### config.mk
export PLATFORM = sky130hd
export DESIGN_NAME = xcvr_rst_csr
export DESIGN_NICKNAME = d
export VERILOG_FILES = /design/src/rtl/xcvr_csr_pkg.sv /design/src/rtl/csr_regs.sv /design/src/rtl/csr_trig.sv /design/src/rtl/csr_rst_gate.sv /design/src/rtl/csr_rdmux.sv /design/src/rtl/xcvr_rst_csr.sv
export SDC_FILE = /design/constraint.sdc
export NUM_CORES = 1
export LEC_CHECK = 0
export BUFFER_PORTS_ARGS = -buffer_cell sky130_fd_sc_hd__buf_2
export CORE_MARGIN = 2
export CORE_UTILIZATION = 41
export CTS_CLUSTER_SIZE = 30
export DETAILED_ROUTE_END_ITERATION = 16
export PLACE_DENSITY = 0.9
export SLEW_MARGIN = 20
export SYNTH_ARGS = -nofsm -noshare
export SYNTH_HDL_FRONTEND = slang
export SYNTH_SLANG_ARGS = --single-unit
### constraint.sdc
create_clock -name clk -period 1.29 [get_ports clk]
set_input_delay 0.0645 -clock clk [delete_from_list [all_inputs] [get_ports clk]]
set_output_delay 0.0645 -clock clk [all_outputs]
set_load 0.1 [all_outputs]
### src/rtl/xcvr_csr_pkg.sv
package xcvr_csr_pkg;
    localparam int ADDR_W = 8;
    localparam int DATA_W = 32;

    localparam logic [ADDR_W-1:0] W_LANE_EN  = 8'h41;
    localparam logic [ADDR_W-1:0] W_TRIGGER  = 8'h42;
    localparam logic [ADDR_W-1:0] W_MANUAL   = 8'h44;
    localparam logic [ADDR_W-1:0] W_LOOPBACK = 8'h61;
    localparam logic [ADDR_W-1:0] W_LTD_CTL  = 8'h64;
    localparam logic [ADDR_W-1:0] W_LTR_CTL  = 8'h65;
    localparam logic [ADDR_W-1:0] W_LTD_STS  = 8'h66;
    localparam logic [ADDR_W-1:0] W_LTR_STS  = 8'h67;

    localparam int MAN_TXD = 1;
    localparam int MAN_RXA = 2;
    localparam int MAN_RXD = 3;

    typedef enum logic {
        TRG_IDLE,
        TRG_FIRE
    } trg_state_e;
endpackage

### src/rtl/csr_regs.sv
module csr_regs
    import xcvr_csr_pkg::*;
#(
    parameter int NUM_CH = 4
) (
    input  logic                 clk,
    input  logic                 rst_n,
    input  logic                 wr_en,
    input  logic [ADDR_W-1:0]    addr,
    input  logic [NUM_CH-1:0]    wlane,
    input  logic [2:0]           wman,
    output logic [NUM_CH-1:0]    lane_en,
    output logic                 man_txd,
    output logic                 man_rxa,
    output logic                 man_rxd,
    output logic [NUM_CH-1:0]    lpbk,
    output logic [NUM_CH-1:0]    ltd,
    output logic [NUM_CH-1:0]    ltr
);
    localparam logic [NUM_CH-1:0] LANES_ON = {NUM_CH{1'b1}};

    always_ff @(posedge clk) begin
        if (!rst_n) begin
            lane_en <= LANES_ON;
            man_txd <= 1'b0;
            man_rxa <= 1'b0;
            man_rxd <= 1'b0;
            lpbk    <= '0;
            ltd     <= '0;
            ltr     <= '0;
        end else if (wr_en) begin
            unique case (addr)
                W_LANE_EN:  lane_en <= wlane;
                W_MANUAL: begin
                    man_txd <= wman[0];
                    man_rxa <= wman[1];
                    man_rxd <= wman[2];
                end
                W_LOOPBACK: lpbk <= wlane;
                W_LTD_CTL:  ltd  <= wlane;
                W_LTR_CTL:  ltr  <= wlane;
                default: ;
            endcase
        end
    end
endmodule

### src/rtl/csr_trig.sv
module csr_trig
    import xcvr_csr_pkg::*;
#(
    parameter int NUM_CH = 4
) (
    input  logic                 clk,
    input  logic                 rst_n,
    input  logic                 wr_en,
    input  logic [ADDR_W-1:0]    addr,
    input  logic [1:0]           wbits,
    input  logic [NUM_CH-1:0]    lane_en,
    output logic                 tx_req,
    output logic                 rx_req,
    output logic [NUM_CH-1:0]    req_mask
);
    trg_state_e        state_q, state_d;
    logic              want_tx_q, want_rx_q;
    logic [NUM_CH-1:0] snap_q;
    logic              arm;

    assign arm = wr_en && (addr == W_TRIGGER) && (wbits != 2'b00);

    always_comb begin
        state_d = state_q;
        unique case (state_q)
            TRG_IDLE: state_d = arm ? TRG_FIRE : TRG_IDLE;
            TRG_FIRE: state_d = arm ? TRG_FIRE : TRG_IDLE;
        endcase
    end

    always_ff @(posedge clk) begin
        if (!rst_n) begin
            state_q   <= TRG_IDLE;
            want_tx_q <= 1'b0;
            want_rx_q <= 1'b0;
            snap_q    <= '0;
        end else begin
            state_q <= state_d;
            if (arm) begin
                want_tx_q <= wbits[0];
                want_rx_q <= wbits[1];
                snap_q    <= lane_en;
            end
        end
    end

    always_comb begin
        tx_req   = 1'b0;
        rx_req   = 1'b0;
        req_mask = '0;
        unique case (state_q)
            TRG_IDLE: ;
            TRG_FIRE: begin
                tx_req   = want_tx_q;
                rx_req   = want_rx_q;
                req_mask = snap_q;
            end
        endcase
    end
endmodule

### src/rtl/csr_rst_gate.sv
module csr_rst_gate #(
    parameter int NUM_CH = 4
) (
    input  logic [NUM_CH-1:0] lane_en,
    input  logic              man_txd,
    input  logic              man_rxa,
    input  logic              man_rxd,
    input  logic [NUM_CH-1:0] seq_tx_rst,
    input  logic [NUM_CH-1:0] seq_rx_rst,
    output logic [NUM_CH-1:0] tx_dig_rst,
    output logic [NUM_CH-1:0] rx_ana_rst,
    output logic [NUM_CH-1:0] rx_dig_rst
);
    for (genvar ch = 0; ch < NUM_CH; ch++) begin : g_lane
        assign tx_dig_rst[ch] = lane_en[ch] & (man_txd | seq_tx_rst[ch]);
        assign rx_ana_rst[ch] = lane_en[ch] & man_rxa;
        assign rx_dig_rst[ch] = lane_en[ch] & (man_rxd | seq_rx_rst[ch]);
    end
endmodule

### src/rtl/csr_rdmux.sv
module csr_rdmux
    import xcvr_csr_pkg::*;
#(
    parameter int NUM_CH = 4
) (
    input  logic                 clk,
    input  logic                 rst_n,
    input  logic                 rd_en,
    input  logic [ADDR_W-1:0]    addr,
    input  logic [NUM_CH-1:0]    lane_en,
    input  logic                 man_txd,
    input  logic                 man_rxa,
    input  logic                 man_rxd,
    input  logic [NUM_CH-1:0]    lpbk,
    input  logic [NUM_CH-1:0]    ltd,
    input  logic [NUM_CH-1:0]    ltr,
    input  logic [NUM_CH-1:0]    sts_ltd,
    input  logic [NUM_CH-1:0]    sts_ltr,
    input  logic                 tx_ready,
    input  logic                 rx_ready,
    output logic [DATA_W-1:0]    rdata
);
    function automatic logic [DATA_W-1:0] widen(input logic [NUM_CH-1:0] v);
        logic [DATA_W-1:0] w;
        w = '0;
        w[NUM_CH-1:0] = v;
        return w;
    endfunction

    logic [DATA_W-1:0] word;

    always_comb begin
        word = '0;
        unique case (addr)
            W_LANE_EN:  word = widen(lane_en);
            W_TRIGGER: begin
                word[0] = tx_ready;
                word[1] = rx_ready;
            end
            W_MANUAL: begin
                word[MAN_TXD] = man_txd;
                word[MAN_RXA] = man_rxa;
                word[MAN_RXD] = man_rxd;
            end
            W_LOOPBACK: word = widen(lpbk);
            W_LTD_CTL:  word = widen(ltd);
            W_LTR_CTL:  word = widen(ltr);
            W_LTD_STS:  word = widen(sts_ltd);
            W_LTR_STS:  word = widen(sts_ltr);
            default:    word = '0;
        endcase
    end

    always_ff @(posedge clk) begin
        if (!rst_n) rdata <= '0;
        else        rdata <= rd_en ? word : '0;
    end
endmodule

### src/rtl/xcvr_rst_csr.sv
module xcvr_rst_csr
    import xcvr_csr_pkg::*;
#(
    parameter int NUM_CH = 4
) (
    input  logic                 clk,
    input  logic                 rst_n,
    input  logic                 wr_en,
    input  logic                 rd_en,
    input  logic [ADDR_W-1:0]    addr,
    input  logic [DATA_W-1:0]    wdata,
    output logic [DATA_W-1:0]    rdata,
    output logic                 seq_tx_req,
    output logic                 seq_rx_req,
    output logic [NUM_CH-1:0]    seq_req_mask,
    input  logic                 seq_tx_ready,
    input  logic                 seq_rx_ready,
    input  logic [NUM_CH-1:0]    seq_tx_rst,
    input  logic [NUM_CH-1:0]    seq_rx_rst,
    output logic [NUM_CH-1:0]    tx_dig_rst,
    output logic [NUM_CH-1:0]    rx_ana_rst,
    output logic [NUM_CH-1:0]    rx_dig_rst,
    output logic [NUM_CH-1:0]    serial_lpbk,
    output logic [NUM_CH-1:0]    cdr_lock_data,
    output logic [NUM_CH-1:0]    cdr_lock_ref,
    input  logic [NUM_CH-1:0]    cdr_locked_data,
    input  logic [NUM_CH-1:0]    cdr_locked_ref
);
    logic [NUM_CH-1:0] lane_en;
    logic              man_txd, man_rxa, man_rxd;

    csr_regs #(.NUM_CH(NUM_CH)) u_regs (
        .clk     (clk),
        .rst_n   (rst_n),
        .wr_en   (wr_en),
        .addr    (addr),
        .wlane   (wdata[NUM_CH-1:0]),
        .wman    (wdata[MAN_RXD:MAN_TXD]),
        .lane_en (lane_en),
        .man_txd (man_txd),
        .man_rxa (man_rxa),
        .man_rxd (man_rxd),
        .lpbk    (serial_lpbk),
        .ltd     (cdr_lock_data),
        .ltr     (cdr_lock_ref)
    );

    csr_trig #(.NUM_CH(NUM_CH)) u_trig (
        .clk      (clk),
        .rst_n    (rst_n),
        .wr_en    (wr_en),
        .addr     (addr),
        .wbits    (wdata[1:0]),
        .lane_en  (lane_en),
        .tx_req   (seq_tx_req),
        .rx_req   (seq_rx_req),
        .req_mask (seq_req_mask)
    );

    csr_rst_gate #(.NUM_CH(NUM_CH)) u_gate (
        .lane_en    (lane_en),
        .man_txd    (man_txd),
        .man_rxa    (man_rxa),
        .man_rxd    (man_rxd),
        .seq_tx_rst (seq_tx_rst),
        .seq_rx_rst (seq_rx_rst),
        .tx_dig_rst (tx_dig_rst),
        .rx_ana_rst (rx_ana_rst),
        .rx_dig_rst (rx_dig_rst)
    );

    csr_rdmux #(.NUM_CH(NUM_CH)) u_rdmux (
        .clk      (clk),
        .rst_n    (rst_n),
        .rd_en    (rd_en),
        .addr     (addr),
        .lane_en  (lane_en),
        .man_txd  (man_txd),
        .man_rxa  (man_rxa),
        .man_rxd  (man_rxd),
        .lpbk     (serial_lpbk),
        .ltd      (cdr_lock_data),
        .ltr      (cdr_lock_ref),
        .sts_ltd  (cdr_locked_data),
        .sts_ltr  (cdr_locked_ref),
        .tx_ready (seq_tx_ready),
        .rx_ready (seq_rx_ready),
        .rdata    (rdata)
    );
endmodule

==> metrics.txt, run 1 <==
Net Sw Frac 0.369; Tot GR Track Use 0.201; Startpoint Class register; Power Internal about 0.0016 W; post-synthesis register bit count 30; Most Used Layer, Global Route met2; Total Power about 0.0026 W; Hold WC Path Type in2reg; met2 Usage GRT 0.353; outcome complete, no violations; Clock Power Share 0.350; layout cells sized above 1 0.409; Vias/cell 5.17; row count 24; first drt pass iteration count 4; post-detail-place hpwl 3830 µm; final-report max-slew violation count 0; Routed WL 4910 µm; Achievable Freq 817 MHz; Worst Path Required 1.23 ns; Worst setup startpoint u_regs.lane_en[0]$_SDFFE_PN1P_; Starting Density 0.420; Max-cap violations 0; Placed Area around 2500 µm²; Final GP Congestion about 0.87; post-synthesis cell type count 35; pin count of the biggest net entering global routing 19; antenna violations before repair 0; CTS tree done; Die Y ~70 µm; # IOs approximately 120; Filler cells 349; Peak VDD IR between 0.0008 and 0.0009 V; Worst Reg-to-Reg Cells 4; Layout area overhead 46.2%; Final period util 0.949; Flop pwr share 0.359; Psw between 0.0009 and 0.001 W; Synth Instances between 200 and 250; nets between 300 and 400; Overflow after GRT 0; synthesized area between 1500 and 2000 µm²; H-tree Lvls 2; antenna-violating nets left 0; first-pass GRT wire length slightly below 8000 µm; die area a little under 5000 µm²; met1 Use GR 0.237; core area 4260 µm²; RSZ-0062 raised after global routing false; initial detailed-routing violation count 96; WHS Path Cells 3; number of global-route vias before repair 1717; skew final about 0.006 ns; Final Cell Area between 2000 and 3000 µm²; RR Startpoint u_regs.ltr[1]$_SDFFE_PN0P_; via count about 1800; final setup violation count 0; TritonCTS Sinks 30; Syn Area/Cell just under 9 µm²; P per Cell Area 986 nW/µm²; worst setup path class reg2out; wire per inst 14.3 µm; GR Util met3 0.0491; setup TNS 0 ns; Clock transition at path regs roughly 0.070 ns; Leakage between 1 and 1.5 nW; dpl ws -0.0124 ns; worst hold start rd_en; final worst slack about 0.065 ns; DIE WIDTH 70.1 µm; DRC 0; # diodes 0; final hold vios 0; clock buffer count from CTS 5; Synth Warn # 0; clk buf depth 2; register area share after synthesis 0.336; post-CTS setup buffer count 0; root buffer cell clkbuf_8; hold_buf cts 0; Post-CTS Resized 0; Crit. End Element output port; final worst path period need between 1 and 1.5 ns; CP max FO 5; Worst Path Arrival 1.16 ns; PortBufs 67; Clock Latency Late Sink 0.29 ns; Logic pwr share 0.291
[power groups by stage]
stage	clock network, W	logic (W)	registers [W]
floorplan	0	0.000627	0.000952
global placement	0	0.000737	0.000947
detailed placement	0	0.000745	0.000947
CTS	0.000900	0.000747	0.000927
global route	0.000937	0.000774	0.000926
finish	0.000901	0.000750	0.000926
[registers in the layout, summed over array words and instances, names as in the netlist]
signal	count
u_regs.man_rxa	1
u_regs.lane_en	4
u_trig.want_rx_q	1
u_regs.ltr	4
u_rdmux.rdata	4
u_trig.snap_q	4
u_regs.lpbk	4
u_trig.state_q	1
u_trig.want_tx_q	1
u_regs.ltd	4
u_regs.man_txd	1
u_regs.man_rxd	1
[through the flow]
stage | utilization | hold slack, ns | instances
2_1_floorplan | - | 0.190 | 229
3_3_place_gp | 0.588 | 0.362 | 336
3_5_place_dp | 0.588 | 0.390 | 336
4_1_cts | 0.613 | 0.0879 | 343
5_1_grt | 0.613 | 0.105 | 343
6_report | 0.613 | 0.0871 | 343
[metal layers]
layer | up-vias | wire length [µm]
met2 | 80 | 2540
met4 | 0 | 93
met5 | - | 0
met1 | 848 | 1950
li1 | 837 | -
met3 | 9 | 324
[synthesized netlist by cell type]
cell type  number  area (µm²)
dfxtp_1        30         601
buf_4          29         218
nor2_1         21        78.8
mux2i_1        17         170
nand2_1        14        52.6
a22o_1         11        96.3
and2_1         11        68.8
o21a_1          8        60.1
nand3_1         7        35.0
o21ai_0         5        25.0
inv_1           4        15.0
mux2_2          4        45.0
nor2b_1         4        25.0
a21oi_1         3        15.0
a32oi_1         3        26.3
buf_2           3        15.0
clkbuf_1        3        11.3
nand3b_1        3        22.5
a211oi_1        2        15.0
nand4_1         2        12.5
nor4b_2         2        30.0
o211ai_1        2        15.0
o2bb2ai_1       2        17.5
a2111oi_2       1        15.0
a21o_1          1        7.51
a22oi_1         1        7.51
conb_1          1        3.75
nand2b_1        1        6.26
nand4bb_1       1        11.3
nor3_1          1        5.00
nor3_2          1        10.0
nor4b_4         1        23.8
nor4bb_1        1        10.0
o2111ai_1       1        8.76
or4b_2          1        10.0
[final cells by class]
type	count	area [µm²]	area share
Clock buffer	7	108	0.0411
Timing Repair Buffer	90	778	0.298
Sequential cell	30	618	0.236
Multi-Input combinational cell	160	1030	0.394
Tap cell	52	65.1	0.0249
Inverter	4	15.0	0.00574
[final timing paths]
| path | end | slack (ns) |
|---|---|---|
| setup reg to reg | u_rdmux.rdata[1]$_SDFF_PN0_ | 0.13 |
| setup / recovery | rx_dig_rst[0] | 0.07 |
| hold reg to reg | u_trig.want_rx_q$_SDFFE_PN0P_ | 0.44 |
| hold / removal | u_rdmux.rdata[0]$_SDFF_PN0_ | 0.09 |
[critical path, cell delays in order (launching register included)]
cell and delay (ns):
dfxtp_1 0.36, buf_4 0.15, o21a_1 0.18, buf_12 0.19
[cell usage in the layout, fill, tap and decap left out, types with 3 or more instances in the layout]
cell type / n
buf_2: 49
conb_1: 28
buf_4: 23
nor2_1: 21
buf_12: 18
dfxtp_1: 18
mux2i_1: 17
nand2_1: 14
and2_1: 11
a22o_1: 11
dfxtp_2: 11
o21a_1: 8
nand3_1: 7
clkbuf_8: 6
o21ai_0: 5
inv_1: 4
nor2b_1: 4
mux2_2: 4
nand3b_1: 3
a32oi_1: 3
a21oi_1: 3
[cell families (layout without fill, tap and decap cells)]
group / Yosys count / in the layout / share of synthesized area
simple gates: 71 / 71 / 0.224
compound gates: 40 / 40 / 0.173
buf+inv: 39 / 101 / 0.145
flops: 30 / 30 / 0.336
mux: 21 / 21 / 0.120
other cells: 1 / 28 / 0.00210
(Power assumes the default switching activity.)
==> run 2: changes to the inputs <==
- ABC_AREA: default -> 1
- CTS_CLUSTER_SIZE: 30 -> default
==> run 2 against run 1 <==
  * Area after synthesis rose by 0.35%
  * Cell area fell by 3.2%
  * Sequential share of layout area is 0.77 points higher
  * Utilization shrank 2.4 points
  * Largest power group unchanged
  * Highest routed layer unchanged
==> metrics.txt, run 2 <==
Net Sw Frac 0.399 (+0.0299); first drt pass iteration count 5 (+1); Primary FF master, synth dfxtp_1; FF+latch area 618 µm² (unchanged); Logic pwr share 0.292 (about the same); Power Internal 0.00148 W (-9.0%); Routed WL 5030 µm (+2.4%); Synth top cells by count nor2_1, nand2_1, inv_1; register area share after synthesis 0.334 (-0.00117); clock buffer count from CTS 5 (unchanged); root buffer cell clkbuf_8; area leader, netlist dfxtp_1; final-report max-slew violation count 0 (unchanged); post-synthesis cell type count 19 (-46%); hold_buf cts 0 (unchanged); clk buf depth 2 (unchanged); Hold WC Path Type in2reg; # IOs 124 (unchanged); Psw 0.000982 W (+3.3%); Filler cells 373 (+6.9%); final hold vios 0 (unchanged); via count 1927 (+8.6%); Clock Power Share 0.330 (-0.020); Post-synth EDFFs 0 (unchanged); Clock Latency Late Sink 0.29 ns (about the same); final worst path period need 1.24 ns (+0.0193 ns); dominant cells by area after synthesis dfxtp_1, buf_4, nor2_1, nand3_1, nand2_1; Most Used Layer, Global Route met2; Final GP Congestion 0.894 (+2.7%); Worst Path Arrival 1.18 ns (+0.02 ns); Finished Layout Cells 396 (+15%); most frequent cells in the layout buf_2, nand2_1, inv_1; Synth Instances 270 (+34%); post-CTS setup buffer count 0 (unchanged); Syn Area/Cell 6.65 µm² (-25%); crit-path cells inv_1 > nor2_4 > buf_12; post-detail-place hpwl 3890 µm (+1.5%); post-synthesis register bit count 30 (unchanged); nets 405 (+15%); Peak VDD IR 0.000566 V (-29%); initial detailed-routing violation count 156 (+63%); WHS Path Cells 3 (unchanged); ys async rst share 0 (unchanged); Critical-path top delay cell dfxtp_1; die area 4920 µm² (+0.33%); Achievable Freq 804 MHz (-1.5%); most common cell after layout, fill and taps aside buf_2; CP max FO 4 (-1); Worst Reg-to-Reg Cells 4 (unchanged); wire per inst 12.7 µm (-11%); dpl ws -0.00112 ns (+0.0113 ns); P per Cell Area 973 nW/µm² (-1.3%); Overflow after GRT 0 (unchanged); CTS tree done; number of global-route vias before repair 1797 (+4.7%); met1 Use GR 0.236 (-0.000309); worst setup path class reg2out; final setup violation count 0 (unchanged); Multi-input gate area 965 µm² (-6.4%); Leakage 1.30 nW (+0.83%); Inst Count DP 388 (+15%); Startpoint Class register; TritonCTS Sinks 30 (unchanged); Crit path buffers/inverters 2 (unchanged); Flop pwr share 0.377 (+0.018); GR Util met3 0.0433 (-0.00577); # diodes 0 (unchanged); most numerous cell in the Yosys netlist nor2_1; Crit. End Element output port; final worst slack 0.0460 ns (-0.0193 ns); row count 24 (unchanged); DRC 0 (unchanged); pin count of the biggest net entering global routing 22 (+3); antenna-violating nets left 0 (unchanged); setup TNS 0 ns (unchanged); layout cells sized above 1 0.355 (-0.0543); Die Y 70.2 µm (+0.16%); synthesized area 1800 µm² (+0.35%); Layout area overhead 41.0%; met2 Usage GRT 0.369 (+0.0159); RSZ-0062 raised after global routing false; CP top delay family flip-flops; Starting Density 0.418 (-0.00148); Final period util 0.964 (+0.0149); WP depth 3 (unchanged); core area 4290 µm² (+0.70%); Synth Warn # 0 (unchanged); Vias/cell 4.87 (-5.9%); Max-cap violations 0 (unchanged); skew final 0.00926 ns (+0.00331 ns); outcome complete, no violations; max incr delay on CP 0.38 ns (+0.02 ns); Clock transition at path regs 0.07 ns (about the same); Tot GR Track Use 0.208 (+0.00647); Post-CTS Resized 0 (unchanged); H-tree Lvls 2 (unchanged); DIE WIDTH 70.2 µm (+0.16%); Worst Path Required 1.23 ns (about the same); top cell type's share of synthesized area 0.334 (-0.00117); antenna violations before repair 0 (unchanged); first-pass GRT wire length 8130 µm (+2.6%); PortBufs 67 (unchanged)
==> run 2: worst register-to-register path, cell delays in order, from the launching register on <==
cell and delay (ns):
dfxtp_1 0.34, inv_1 0.24, nor2_1 0.09, nor2_1 0.11, a21oi_1 0.07
==> run 2: area by class of cell <==
class,count,share of cell area
tap,52,0.0257
timing repair buffer,71,0.251
sequential,30,0.244
clock buffer,6,0.0326
clock inverter,2,0.00494
inverter,41,0.0608
multi-input combinational,194,0.381
==> run 2: kinds of logic (layout without fill, tap and decap cells) <==
| group | count (synthesis) | in the layout | synth area share |
|---|---|---|---|
| AND/OR/NAND/NOR | 118 | 118 | 0.314 |
| buffers and inverters | 73 | 120 | 0.215 |
| flip-flops | 30 | 30 | 0.334 |
| AO/OA/AOI/OAI | 48 | 48 | 0.134 |
| other | 1 | 28 | 0.00209 |
==> run 2: final timing paths <==
kind / from / to / slack (ns)
worst min-delay path: wdata[2] / u_regs.lane_en[2]$_SDFFE_PN1P_ / 0.05
worst max register to register: u_regs.lane_en[3]$_SDFFE_PN1P_ / u_rdmux.rdata[3]$_SDFF_PN0_ / 0.33
worst min register to register: u_regs.ltr[3]$_SDFFE_PN0P_ / u_regs.ltr[3]$_SDFFE_PN0P_ / 0.45
worst max-delay path: u_regs.lane_en[3]$_SDFFE_PN1P_ / tx_dig_rst[3] / 0.05
==> run 2: per-layer routing <==
| layer | vias to the layer above | share of wire |
|---|---|---|
| met5 | - | 0 |
| met1 | 861 | 0.37 |
| met3 | 17 | 0.091 |
| met4 | 0 | 0.026 |
| li1 | 939 | - |
| met2 | 110 | 0.51 |
==> run 2: through the flow <==
stage / instance area, µm² / power, W / hold slack, ns / util
after floorplan: 1970 / 0.00158 / 0.191 / -
after global placement: 2430 / 0.00166 / 0.348 / 0.567
after detailed placement: 2430 / 0.00167 / 0.349 / 0.567
after CTS: 2530 / 0.00245 / 0.0511 / 0.589
after global routing: 2530 / 0.00252 / 0.110 / 0.590
final: 2530 / 0.00246 / 0.0488 / 0.590
==> run 2: power groups by stage <==
stage / clock (W) / combinational [W] / sequential, W
floorplan: 0 / 0.000624 / 0.000959
global placement: 0 / 0.000707 / 0.000950
detailed placement: 0 / 0.000717 / 0.000951
CTS: 0.000801 / 0.000718 / 0.000930
global route: 0.000842 / 0.000747 / 0.000929
finish: 0.000814 / 0.000720 / 0.000929
